**config.mk**
```make
export PLATFORM = sky130hd
export DESIGN_NAME = desat_fault_supervisor
export DESIGN_NICKNAME = d
export VERILOG_FILES = /design/src/rtl/dfs_pkg.sv /design/src/rtl/dfs_clr_qual.sv /design/src/rtl/dfs_ready_mon.sv /design/src/rtl/dfs_fault_fsm.sv /design/src/rtl/desat_fault_supervisor.sv
export SDC_FILE = /design/constraint.sdc
export NUM_CORES = 1
export LEC_CHECK = 0
export ABC_AREA = 0
export CORE_UTILIZATION = 36
export CTS_CLUSTER_DIAMETER = 100
export CTS_CLUSTER_SIZE = 28
export DETAILED_ROUTE_END_ITERATION = 10
export MAX_ROUTING_LAYER = met4
export SETUP_SLACK_MARGIN = 0.4
export SKIP_CTS_REPAIR_TIMING = 1
export SYNTH_ARGS = -nofsm -noshare
export SYNTH_HDL_FRONTEND = slang
export SYNTH_SLANG_ARGS = --single-unit
```
**constraint.sdc**
```tcl
create_clock -name clk -period 1.6 [get_ports clk]
set_input_delay 0.32 -clock clk [delete_from_list [all_inputs] [get_ports clk]]
set_output_delay 0.32 -clock clk [all_outputs]
set_load 0.05 [all_outputs]
```
**src/rtl/dfs_pkg.sv**
```systemverilog
package dfs_pkg;
    typedef enum logic [1:0] {
        ST_OFF,
        ST_BLANK,
        ST_ARMED,
        ST_TRIPPED
    } dfs_state_e;
endpackage

```
**src/rtl/dfs_clr_qual.sv**
```systemverilog
// Qualifies the fault clear pin: a rising edge counts only after a long enough low phase.
module dfs_clr_qual #(
    parameter int MIN_LOW = 16
) (
    input  logic clk,
    input  logic rst_n,
    input  logic pin_n_i,
    output logic clr_ok_o
);
    localparam int LW = $clog2(MIN_LOW + 1);
    localparam logic [LW-1:0] LIM = LW'(MIN_LOW);

    logic          pin_q;
    logic [LW-1:0] low_cnt;

    always_ff @(posedge clk) begin
        if (!rst_n) begin
            pin_q   <= 1'b1;
            low_cnt <= '0;
        end else begin
            pin_q <= pin_n_i;
            if (pin_n_i)
                low_cnt <= '0;
            else if (low_cnt != LIM)
                low_cnt <= low_cnt + 1'b1;
        end
    end

    assign clr_ok_o = pin_n_i && !pin_q && (low_cnt >= LIM);
endmodule

```
**src/rtl/dfs_ready_mon.sv**
```systemverilog
// Combines supply status with a link activity watchdog into the ready flag.
module dfs_ready_mon #(
    parameter int VOUT_DLY   = 8,
    parameter int WDOG_TICKS = 200
) (
    input  logic clk,
    input  logic rst_n,
    input  logic vin_ok_i,
    input  logic vout_ok_i,
    input  logic link_pulse_i,
    output logic ready_o
);
    localparam int VW = $clog2(VOUT_DLY + 1);
    localparam int WW = $clog2(WDOG_TICKS + 1);
    localparam logic [VW-1:0] V_LIM = VW'(VOUT_DLY);
    localparam logic [WW-1:0] W_LAST = WW'(WDOG_TICKS - 1);

    logic [VW-1:0] vout_cnt;
    logic [WW-1:0] idle_cnt;
    logic          link_ok;

    always_ff @(posedge clk) begin
        if (!rst_n) begin
            vout_cnt <= '0;
        end else if (!vout_ok_i) begin
            vout_cnt <= '0;
        end else if (vout_cnt != V_LIM) begin
            vout_cnt <= vout_cnt + 1'b1;
        end
    end

    always_ff @(posedge clk) begin
        if (!rst_n) begin
            idle_cnt <= '0;
            link_ok  <= 1'b0;
        end else if (link_pulse_i) begin
            idle_cnt <= '0;
            link_ok  <= 1'b1;
        end else if (idle_cnt == W_LAST) begin
            link_ok  <= 1'b0;
        end else begin
            idle_cnt <= idle_cnt + 1'b1;
        end
    end

    assign ready_o = vin_ok_i && (vout_cnt == V_LIM) && link_ok;
endmodule

```
**src/rtl/dfs_fault_fsm.sv**
```systemverilog
// Blanking, trip acceptance and fault latch.
module dfs_fault_fsm
    import dfs_pkg::*;
#(
    parameter int BLANK_TICKS = 40
) (
    input  logic clk,
    input  logic rst_n,
    input  logic gate_on_i,
    input  logic desat_hit_i,
    input  logic sys_ok_i,
    input  logic clr_ok_i,
    output logic fault_n_o,
    output logic tripped_o
);
    localparam int BW = $clog2(BLANK_TICKS + 1);
    localparam logic [BW-1:0] B_LAST = BW'(BLANK_TICKS - 1);

    dfs_state_e    state, nxt;
    logic [BW-1:0] blank_cnt;

    always_ff @(posedge clk) begin
        if (!rst_n) begin
            state     <= desat_hit_i ? ST_TRIPPED : ST_OFF;
            blank_cnt <= '0;
        end else begin
            state     <= nxt;
            blank_cnt <= (state == ST_BLANK && nxt == ST_BLANK) ? blank_cnt + 1'b1 : '0;
        end
    end

    always_comb begin
        nxt = state;
        unique case (state)
            ST_OFF: begin
                if (gate_on_i && sys_ok_i)
                    nxt = ST_BLANK;
            end
            ST_BLANK: begin
                if (!gate_on_i || !sys_ok_i)
                    nxt = ST_OFF;
                else if (blank_cnt == B_LAST)
                    nxt = ST_ARMED;
            end
            ST_ARMED: begin
                if (gate_on_i && desat_hit_i)
                    nxt = ST_TRIPPED;
                else if (!gate_on_i || !sys_ok_i)
                    nxt = ST_OFF;
            end
            ST_TRIPPED: begin
                if (clr_ok_i)
                    nxt = ST_OFF;
            end
            default: nxt = ST_OFF;
        endcase
    end

    always_comb begin
        tripped_o = (state == ST_TRIPPED);
        fault_n_o = !tripped_o;
    end
endmodule

```
**src/rtl/desat_fault_supervisor.sv**
```systemverilog
module desat_fault_supervisor #(
    parameter int BLANK_TICKS   = 40,
    parameter int RST_MIN_TICKS = 16,
    parameter int VOUT_DLY      = 8,
    parameter int WDOG_TICKS    = 200
) (
    input  logic clk,
    input  logic rst_n,
    input  logic gate_on_i,
    input  logic desat_hit_i,
    input  logic vin_ok_i,
    input  logic vout_ok_i,
    input  logic link_pulse_i,
    input  logic clr_pin_n_i,
    output logic fault_n_o,
    output logic ready_o,
    output logic force_off_o
);
    logic clr_ok;
    logic tripped;

    dfs_clr_qual #(.MIN_LOW(RST_MIN_TICKS)) u_clr (
        .clk      (clk),
        .rst_n    (rst_n),
        .pin_n_i  (clr_pin_n_i),
        .clr_ok_o (clr_ok)
    );

    dfs_ready_mon #(.VOUT_DLY(VOUT_DLY), .WDOG_TICKS(WDOG_TICKS)) u_rdy (
        .clk          (clk),
        .rst_n        (rst_n),
        .vin_ok_i     (vin_ok_i),
        .vout_ok_i    (vout_ok_i),
        .link_pulse_i (link_pulse_i),
        .ready_o      (ready_o)
    );

    dfs_fault_fsm #(.BLANK_TICKS(BLANK_TICKS)) u_fsm (
        .clk         (clk),
        .rst_n       (rst_n),
        .gate_on_i   (gate_on_i),
        .desat_hit_i (desat_hit_i),
        .sys_ok_i    (ready_o),
        .clr_ok_i    (clr_ok),
        .fault_n_o   (fault_n_o),
        .tripped_o   (tripped)
    );

    assign force_off_o = tripped || !ready_o;
endmodule

```
# After elaboration in Yosys (flattened, before gate mapping)
# Index checks and enable logic that the tools add are counted.
# classes
mux	11
n_addsub	4
n_bitwise	1
n_eq_ne	9
magnitude_cmp	1
n_reduce_logical	19
# op_table
cell	count
two-way mux 2 bit	8
adder 8 x 1 -> 8 bit, second input constant	1
== test 8 bit, second input constant	1
one-hot mux 2 bit (4 select lines)	1
logical AND 1 bit	7
adder 6 x 1 -> 6 bit, second input constant	1
== test 6 bit, second input constant	1
adder 5 x 1 -> 5 bit, second input constant	1
>= comparator 5 bit, second input constant	1
inequality test 5 bit, second input constant	1
adder 4 x 1 -> 4 bit, second input constant	1
== test 2 x 1 -> 1 bit, second input constant	2
== test 2 bit, second input constant	2
== test 4 bit, second input constant	1
zero test 1 bit	4
inequality test 4 bit, second input constant	1
AND reduction 2 bit	2
OR reduction 2 bit	2
zero test 2 bit	1
logical OR 1 bit	2
two-way mux 1 bit	2
nonzero test 2 bit	1
NOT 1 bit	1
# totals
inputBits	8
word_cells	52
out_inout_bits	3
ff_bits	27

# Longest topological paths before layout
# Gate-level depths: netlist of the first run.
# logic_depth
word_depth	11
ltp_mapped	6
mapped_depth_nobuf	6

# Hierarchy
# Synthesis of the first run repeated with hierarchy kept, for this count alone.
# unflattened
hier_cells	141
area_unflattened_um2	1297.5
# modules_own_cells
module	instances	seq_area_each_um2	area_each_um2	cells_each
dfs_ready_mon	1	260.2	613.1	67
dfs_fault_fsm	1	160.2	377.9	44
dfs_clr_qual	1	120.1	300.3	29
desat_fault_supervisor	1	0.0	6.3	1

# Worst setup path after synthesis of the first run
# Ideal clock, no wire load.
# synth_timing
path_type	reg-to-output
start	register u_rdy.vout_cnt[0]
end	output force_off_o
path_buffers	0
path_stages_with_launch	7
slack_ps	-355
t_required_ps	1280
arrival_ps	1635
path_cell_list	dfxtp_1 > inv_1 > ha_1 > nand2_1 > nor2_1 > and3_1 > nand2_1
# synth_between
elab_chain_cells	5
# synth_rtl
item	line_no	rtl
start, declared	dfs_ready_mon.sv:18	logic [VW-1:0] vout_cnt;
start signal, assigned	dfs_ready_mon.sv:28	vout_cnt <= vout_cnt + 1'b1;
== test 4 bit	dfs_ready_mon.sv:46	assign ready_o = vin_ok_i && (vout_cnt == V_LIM) && link_ok;
logical AND 1 bit (2 in a row)	dfs_ready_mon.sv:46	
via ready_o	desat_fault_supervisor.sv:16	output logic ready_o,
zero test 1 bit	desat_fault_supervisor.sv:49	assign force_off_o = tripped || !ready_o;
logical OR 1 bit	desat_fault_supervisor.sv:49	
end, declared	desat_fault_supervisor.sv:17	output logic force_off_o
# The timed path passes the listed nets, and every way through them passes these cells.

# Worst setup path in the final report of the first run
# layout_timing
start	register u_rdy.vout_cnt[1]
end	output force_off_o
# layout_between
elab_chain_cells	5
# layout_rtl
item	line_no
== test 4 bit	dfs_ready_mon.sv:46
logical AND 1 bit (2 in a row)	dfs_ready_mon.sv:46
zero test 1 bit	desat_fault_supervisor.sv:49
logical OR 1 bit	desat_fault_supervisor.sv:49
# Every way passes these cells.

==> impl_metrics.py, run 1 <==
metrics = {
    "outcome": {
        "outcome": "finished, violations left",
        "violations": "setup timing",
    },
    "timing": {
        "timing.slew.headroom_pct": 74.1,
        "drv_slew": 0,
        "fin_ws_ps": -216,
        "hold_viol": 0,
        "setup_viol": 2,
        "rsz0062_at_grt": "yes",
        "fin_crit_ps": 1820,
        "tightest_slew_ps": 388,
        "clock_skew_ps": 2.45,
        "timing.final.crit_share_pct": 113,
        "fmax_ghz": 0.551,
    },
    "synthesis": {
        "postSynthCellCount": 130,
        "avgSynthCellArea_um2": 9.29,
        "synth_ff_type": "dfxtp_1",
        "synth_area_leaders": "dfxtp_1 45%, nor2_1 6.5%, xnor2_1 6.5%, xor2_1 6.5%, ha_1 6.2%",
        "synth_top_area_share_pct": 44.8,
        "yosysTopAreaCell": "dfxtp_1",
        "yosysMostFrequentCell": "dfxtp_1",
        "synth-async-reset-ratio_pct": 0,
        "synth_fp_nets": 144,
        "synth-seq-cells": 27,
        "yosys_warnings": 0,
        "synth-simple-area-share_pct": 26.1,
        "synth_fa_ha_area_share_pct": 6.22,
        "synth_top_family_by_area": "simple AND/OR/NAND/NOR gates",
        "synthTopCellsByCount": "27 x dfxtp_1, 21 x nor2_1, 10 x nand3_1",
        "muxShareOfSynthArea_pct": 1.66,
        "synth-seq-area-share_pct": 44.8,
        "synth-edff-count": 0,
        "synth_cell_types": 30,
        "synth-compound-area-share_pct": 5.08,
        "synth-xor-area-share_pct": 13.1,
        "syn-cell-area_um2": 1210,
    },
    "die": {
        "die_h_um": 59.9,
        "core_region_area_um2": 3130,
        "dieArea_um2": 3590,
        "start_util_pct": 38.6,
        "die-width_um": 59.9,
        "ios": 11,
        "row_count": 20,
    },
    "cts": {
        "clockBufferDepth": 2,
        "cts_tree": "built",
        "clkSinkCount": 27,
        "cts_root_buffer": "clkbuf_4",
        "cts_buffers": 3,
        "clock_latency_ps": 320,
        "h-tree-depth": 1,
        "clk_pin_slew_ps": 140,
    },
    "critical_path": {
        "critPathLaunchType": "register",
        "crit_type": "register to primary output",
        "critPathSlowestCell": "dfxtp_2",
        "arrival_ps": 1500,
        "critPathMaxStageDelay_ps": 370,
        "path_max_fanout": 4,
        "path_cells": "inv_2, ha_4, nand2_4, nor2_4, and3_4, nand2_8, buf_12",
        "worst-endpoint-required_ps": 1280,
        "setup.worst_path.end_class": "primary output",
    },
    "grt": {
        "grt_use_met1_pct": 15.0,
        "grt_pass1_wl_mm": 3.57,
        "grt_max_degree": 15,
        "grt_pass1_vias": 899,
        "use_met3_pct": 4.76,
        "antenna_found_initial": 0,
        "grt-ovfl-total": 0,
        "grt_use_total_pct": 13.8,
        "grt-busiest-layer": "met2",
        "grt_use_met2_pct": 22.9,
    },
    "route": {
        "drc": 0,
        "num_vias": 939,
        "drt-vias-per-instance": 4.77,
        "wirelength_mm": 2.33,
        "first_pass_iters": 3,
        "ant_nets": 0,
        "routedWlPerCell_um": 11.8,
        "drt-initial-drc-count": 31,
    },
    "power": {
        "leakage_nw": 0.593,
        "vdd_ir_drop_max_mv": 0.358,
        "power_density_nw_per_um2": 676,
    },
    "place": {
        "io_buffers": 10,
        "dp_cells": 185,
        "dpl.hpwl_mm": 1.54,
        "dpl_worst_slack_ps": 29.9,
        "globalplace.congestion": 0.782,
    },
    "worst_hold_path": {
        "hold_path.class": "register to register",
    },
    "final_layout": {
        "nFillCells": 272,
        "syn2layout_area_growth_pct": 36.4,
        "layout.nets": 168,
        "drive_above_1_share_pct": 34.0,
        "fin_cells": 197,
        "num_antenna_cells": 0,
    },
    "job": {
        "drv_cap": 0,
    },
}
-- critical path: cells and delay by family (launching register included) --
family | cells | cell delay [ps]
and+or+nand+nor | 4 | 450
DFF | 1 | 370
buffers and inverters | 2 | 210
adders and majority gates | 1 | 140
-- report_power, final --
part | leakage (nW) | internal, mW | switching (mW)
Clock | 0.0150 | 0.0976 | 0.192
Sequential | 0.225 | 0.685 | 0.0217
Combinational | 0.353 | 0.0652 | 0.0520
Total | 0.593 | 0.848 | 0.266
-- final cells by class --
class / instances / area, um2 / share of cell area, %
timing repair buffer: 20 / 213 / 12.9
multi-input combinational: 95 / 761 / 46.2
inverter: 7 / 26.3 / 1.60
sequential: 27 / 566 / 34.3
clock buffer: 4 / 26.3 / 1.60
tap: 44 / 55.1 / 3.34
-- stage by stage --
step / area (um2) / power [mW] / hold WS, ps / util, % / setup TNS, ps
CTS: 1470 / 1.11 / 463 / 46.9 / -497
floorplan: 1250 / 0.773 / 418 / - / 0
finish: 1650 / 1.11 / 477 / 52.6 / -381
global route: 1650 / 1.18 / 501 / 52.6 / -574
global placement: 1440 / 0.812 / 431 / 46.0 / 0
detailed placement: 1440 / 0.816 / 443 / 46.0 / 0
-- cells in the final DEF (no fill, tap or decap), types with 2 or more instances in the layout --
| cell | n |
|---|---|
| buf_12 | 3 |
| ha_4 | 2 |
| a21oi_1 | 3 |
| nand4_1 | 3 |
| xor2_1 | 9 |
| dfxtp_1 | 17 |
| ha_2 | 2 |
| xnor2_1 | 8 |
| clkbuf_4 | 3 |
| nor2_1 | 17 |
| buf_4 | 8 |
| clkdlybuf4s50_1 | 7 |
| nor2_2 | 3 |
| buf_6 | 2 |
| nand2b_1 | 2 |
| inv_2 | 4 |
| nand2_1 | 4 |
| mux2i_1 | 2 |
| nand2_8 | 2 |
| a21o_1 | 2 |
| dfxtp_4 | 5 |
| nor3_2 | 2 |
| nand3_1 | 10 |
| inv_1 | 3 |
| nand3b_1 | 2 |
| dfxtp_2 | 5 |
| ha_1 | 2 |
-- worst paths after layout --
check             slack (ps)          startpoint  depth (start not counted)                  to
setup / recovery        -220   u_rdy.vout_cnt[1]                          7         force_off_o
hold / removal           480  u_fsm.blank_cnt[0]                          1  u_fsm.blank_cnt[0]
setup reg to reg         290   u_rdy.vout_cnt[1]                          6  u_fsm.blank_cnt[4]
hold reg to reg          480  u_fsm.blank_cnt[0]                          1  u_fsm.blank_cnt[0]
-- registers in the layout, indices dropped and copies added, names as in the netlist --
name             flops
u_rdy.idle_cnt       8
u_clr.pin_q          1
u_fsm.state          2
u_rdy.link_ok        1
u_rdy.vout_cnt       4
u_fsm.blank_cnt      6
u_clr.low_cnt        5
-- per-layer routing --
metal	vias up	wire, um
li1	488	-
met1	437	1020
met2	12	1210
met3	2	83
met4	0	15
met5	-	0
-- cell families after synthesis --
group | count (synthesis)
AOI/OAI and AO/OA | 10
xor gates and xnor gates | 18
adders and majority gates | 6
buffers and inverters | 8
DFF | 27
muxes | 2
and+or+nand+nor | 59
Note: power is estimated with default switching activity, not from simulation.
==> inputs of run 2 (changes only) <==
- MAX_ROUTING_LAYER: met4 -> not set
==> impl_metrics.py, run 2 (same netlist as run 1, synthesis figures left out) <==
metrics = {
    "critical_path": {
        "reg2reg_depth": 6,
        "critPathSlowestCell": "dfxtp_2",
        "path_max_fanout": 4,
        "startpoint": "u_rdy.vout_cnt[1]",
        "endpoint": "force_off_o",
        "critPathLaunchType": "register",
        "critPathMaxStageDelay_ps": 370,
        "arrival_ps": 1500,
        "rr_startpoint": "u_rdy.vout_cnt[1]",
        "setup.worst_path.end_class": "primary output",
        "path_cells": "inv_2, ha_4, nand2_4, nor2_4, and3_4, nand2_8, buf_12",
        "r2r_slack_ps": 290,
        "crit_type": "register to primary output",
        "worst-endpoint-required_ps": 1280,
        "timing.rr.end": "u_fsm.blank_cnt[4]",
    },
    "final_layout": {
        "largest_registers": "u_rdy.idle_cnt x8, u_fsm.blank_cnt x6, u_clr.low_cnt x5",
        "largest-register": "u_rdy.idle_cnt",
        "regArea_um2": 566,
        "fin_area_um2": 1650,
        "utilization_pct": 52.6,
        "syn2layout_area_growth_pct": 36.4,
        "layout.nets": 168,
        "multi_input_area_um2": 761,
        "largest_reg_flops": 8,
        "drive_above_1_share_pct": 34.0,
        "num_antenna_cells": 0,
        "final_cell_mix": "17 x nor2_1, 17 x dfxtp_1, 10 x nand3_1, 9 x xor2_1",
        "nFillCells": 272,
        "fin_cells": 197,
    },
    "place": {
        "dpl_worst_slack_ps": 29.9,
        "dp_cells": 185,
        "place_area_um2": 1440,
        "io_buffers": 10,
        "dpl.hpwl_mm": 1.54,
        "globalplace.congestion": 0.772,
    },
    "route": {
        "routedWlPerCell_um": 11.9,
        "drt-vias-per-instance": 4.78,
        "ant_nets": 0,
        "drt-initial-drc-count": 30,
        "first_pass_iters": 4,
        "wirelength_mm": 2.34,
        "num_vias": 942,
        "drc": 0,
    },
    "die": {
        "die_h_um": 59.9,
        "row_count": 20,
        "start_util_pct": 38.6,
        "dieArea_um2": 3590,
        "die-width_um": 59.9,
        "core_region_area_um2": 3130,
        "ios": 11,
    },
    "timing": {
        "timing.final.crit_share_pct": 114,
        "fmax_ghz": 0.550,
        "drv_slew": 0,
        "fin_crit_ps": 1820,
        "timing.slew.headroom_pct": 74.1,
        "tightest_slew_ps": 388,
        "fin_ws_ps": -218,
        "setup_viol": 2,
        "rsz0062_at_grt": "yes",
        "holdWs_ps": 477,
        "hold_viol": 0,
        "fin_setup_tns_ps": -385,
        "clock_skew_ps": 2.48,
    },
    "power": {
        "p_total_mw": 1.12,
        "leakage_nw": 0.593,
        "power_density_nw_per_um2": 677,
        "vdd_ir_drop_max_mv": 0.358,
    },
    "grt": {
        "grt_use_total_pct": 13.4,
        "grt-ovfl-total": 0,
        "grt_max_degree": 15,
        "grt_pass1_vias": 906,
        "grt_pass1_wl_mm": 3.57,
        "antenna_found_initial": 0,
    },
    "cts": {
        "clock_latency_ps": 320,
        "cts_tree": "built",
        "h-tree-depth": 1,
        "cts_buffers": 3,
        "cts_root_buffer": "clkbuf_4",
        "clockBufferDepth": 2,
        "clk_pin_slew_ps": 140,
        "clkSinkCount": 27,
    },
    "outcome": {
        "violations": "setup timing",
        "outcome": "finished, violations left",
    },
    "job": {
        "drv_cap": 0,
    },
    "worst_hold_path": {
        "hold_path.class": "register to register",
    },
}
==> run 2: cell type report <==
cell class	instances	area share (%)
inverters	7	1.60
flip-flops and latches	27	34.3
well taps	44	3.34
multi-input cells	95	46.2
repair buffers	20	12.9
clock buffers	4	1.60
==> run 2: worst min path at each step <==
| stage | endpoint | depth (start not counted) | from |
|---|---|---|---|
| 2_1_floorplan | u_fsm.blank_cnt[0] | 1 | u_fsm.blank_cnt[0] |
| 3_3_place_gp | u_fsm.blank_cnt[0] | 1 | u_fsm.blank_cnt[0] |
| 3_5_place_dp | u_fsm.blank_cnt[0] | 1 | u_fsm.blank_cnt[0] |
| 4_1_cts | u_fsm.blank_cnt[0] | 1 | u_fsm.blank_cnt[0] |
| 5_1_grt | u_fsm.blank_cnt[0] | 1 | u_fsm.blank_cnt[0] |
| 6_report | u_fsm.blank_cnt[0] | 1 | u_fsm.blank_cnt[0] |
==> run 2: metal layers <==
layer	global-route usage, %	up-vias	wire length (um)
met5	0	-	0
met3	4.76	4	85
met1	15.0	438	1030
met2	22.9	12	1200
met4	5.98	0	23
li1	-	488	-
==> run 2: power breakdown <==
part	leakage, nW	internal, mW	switching [mW]
Combinational	0.353	0.0652	0.0520
Clock	0.0150	0.0977	0.193
Sequential	0.225	0.685	0.0217
Total	0.593	0.848	0.267
==> run 2: worst max-delay path, delay by kind of cell (launching register included) <==
kind	cells	cell delay [ps]
fa+ha+maj	1	140
buf+inv	2	210
flops	1	370
simple gates	4	450
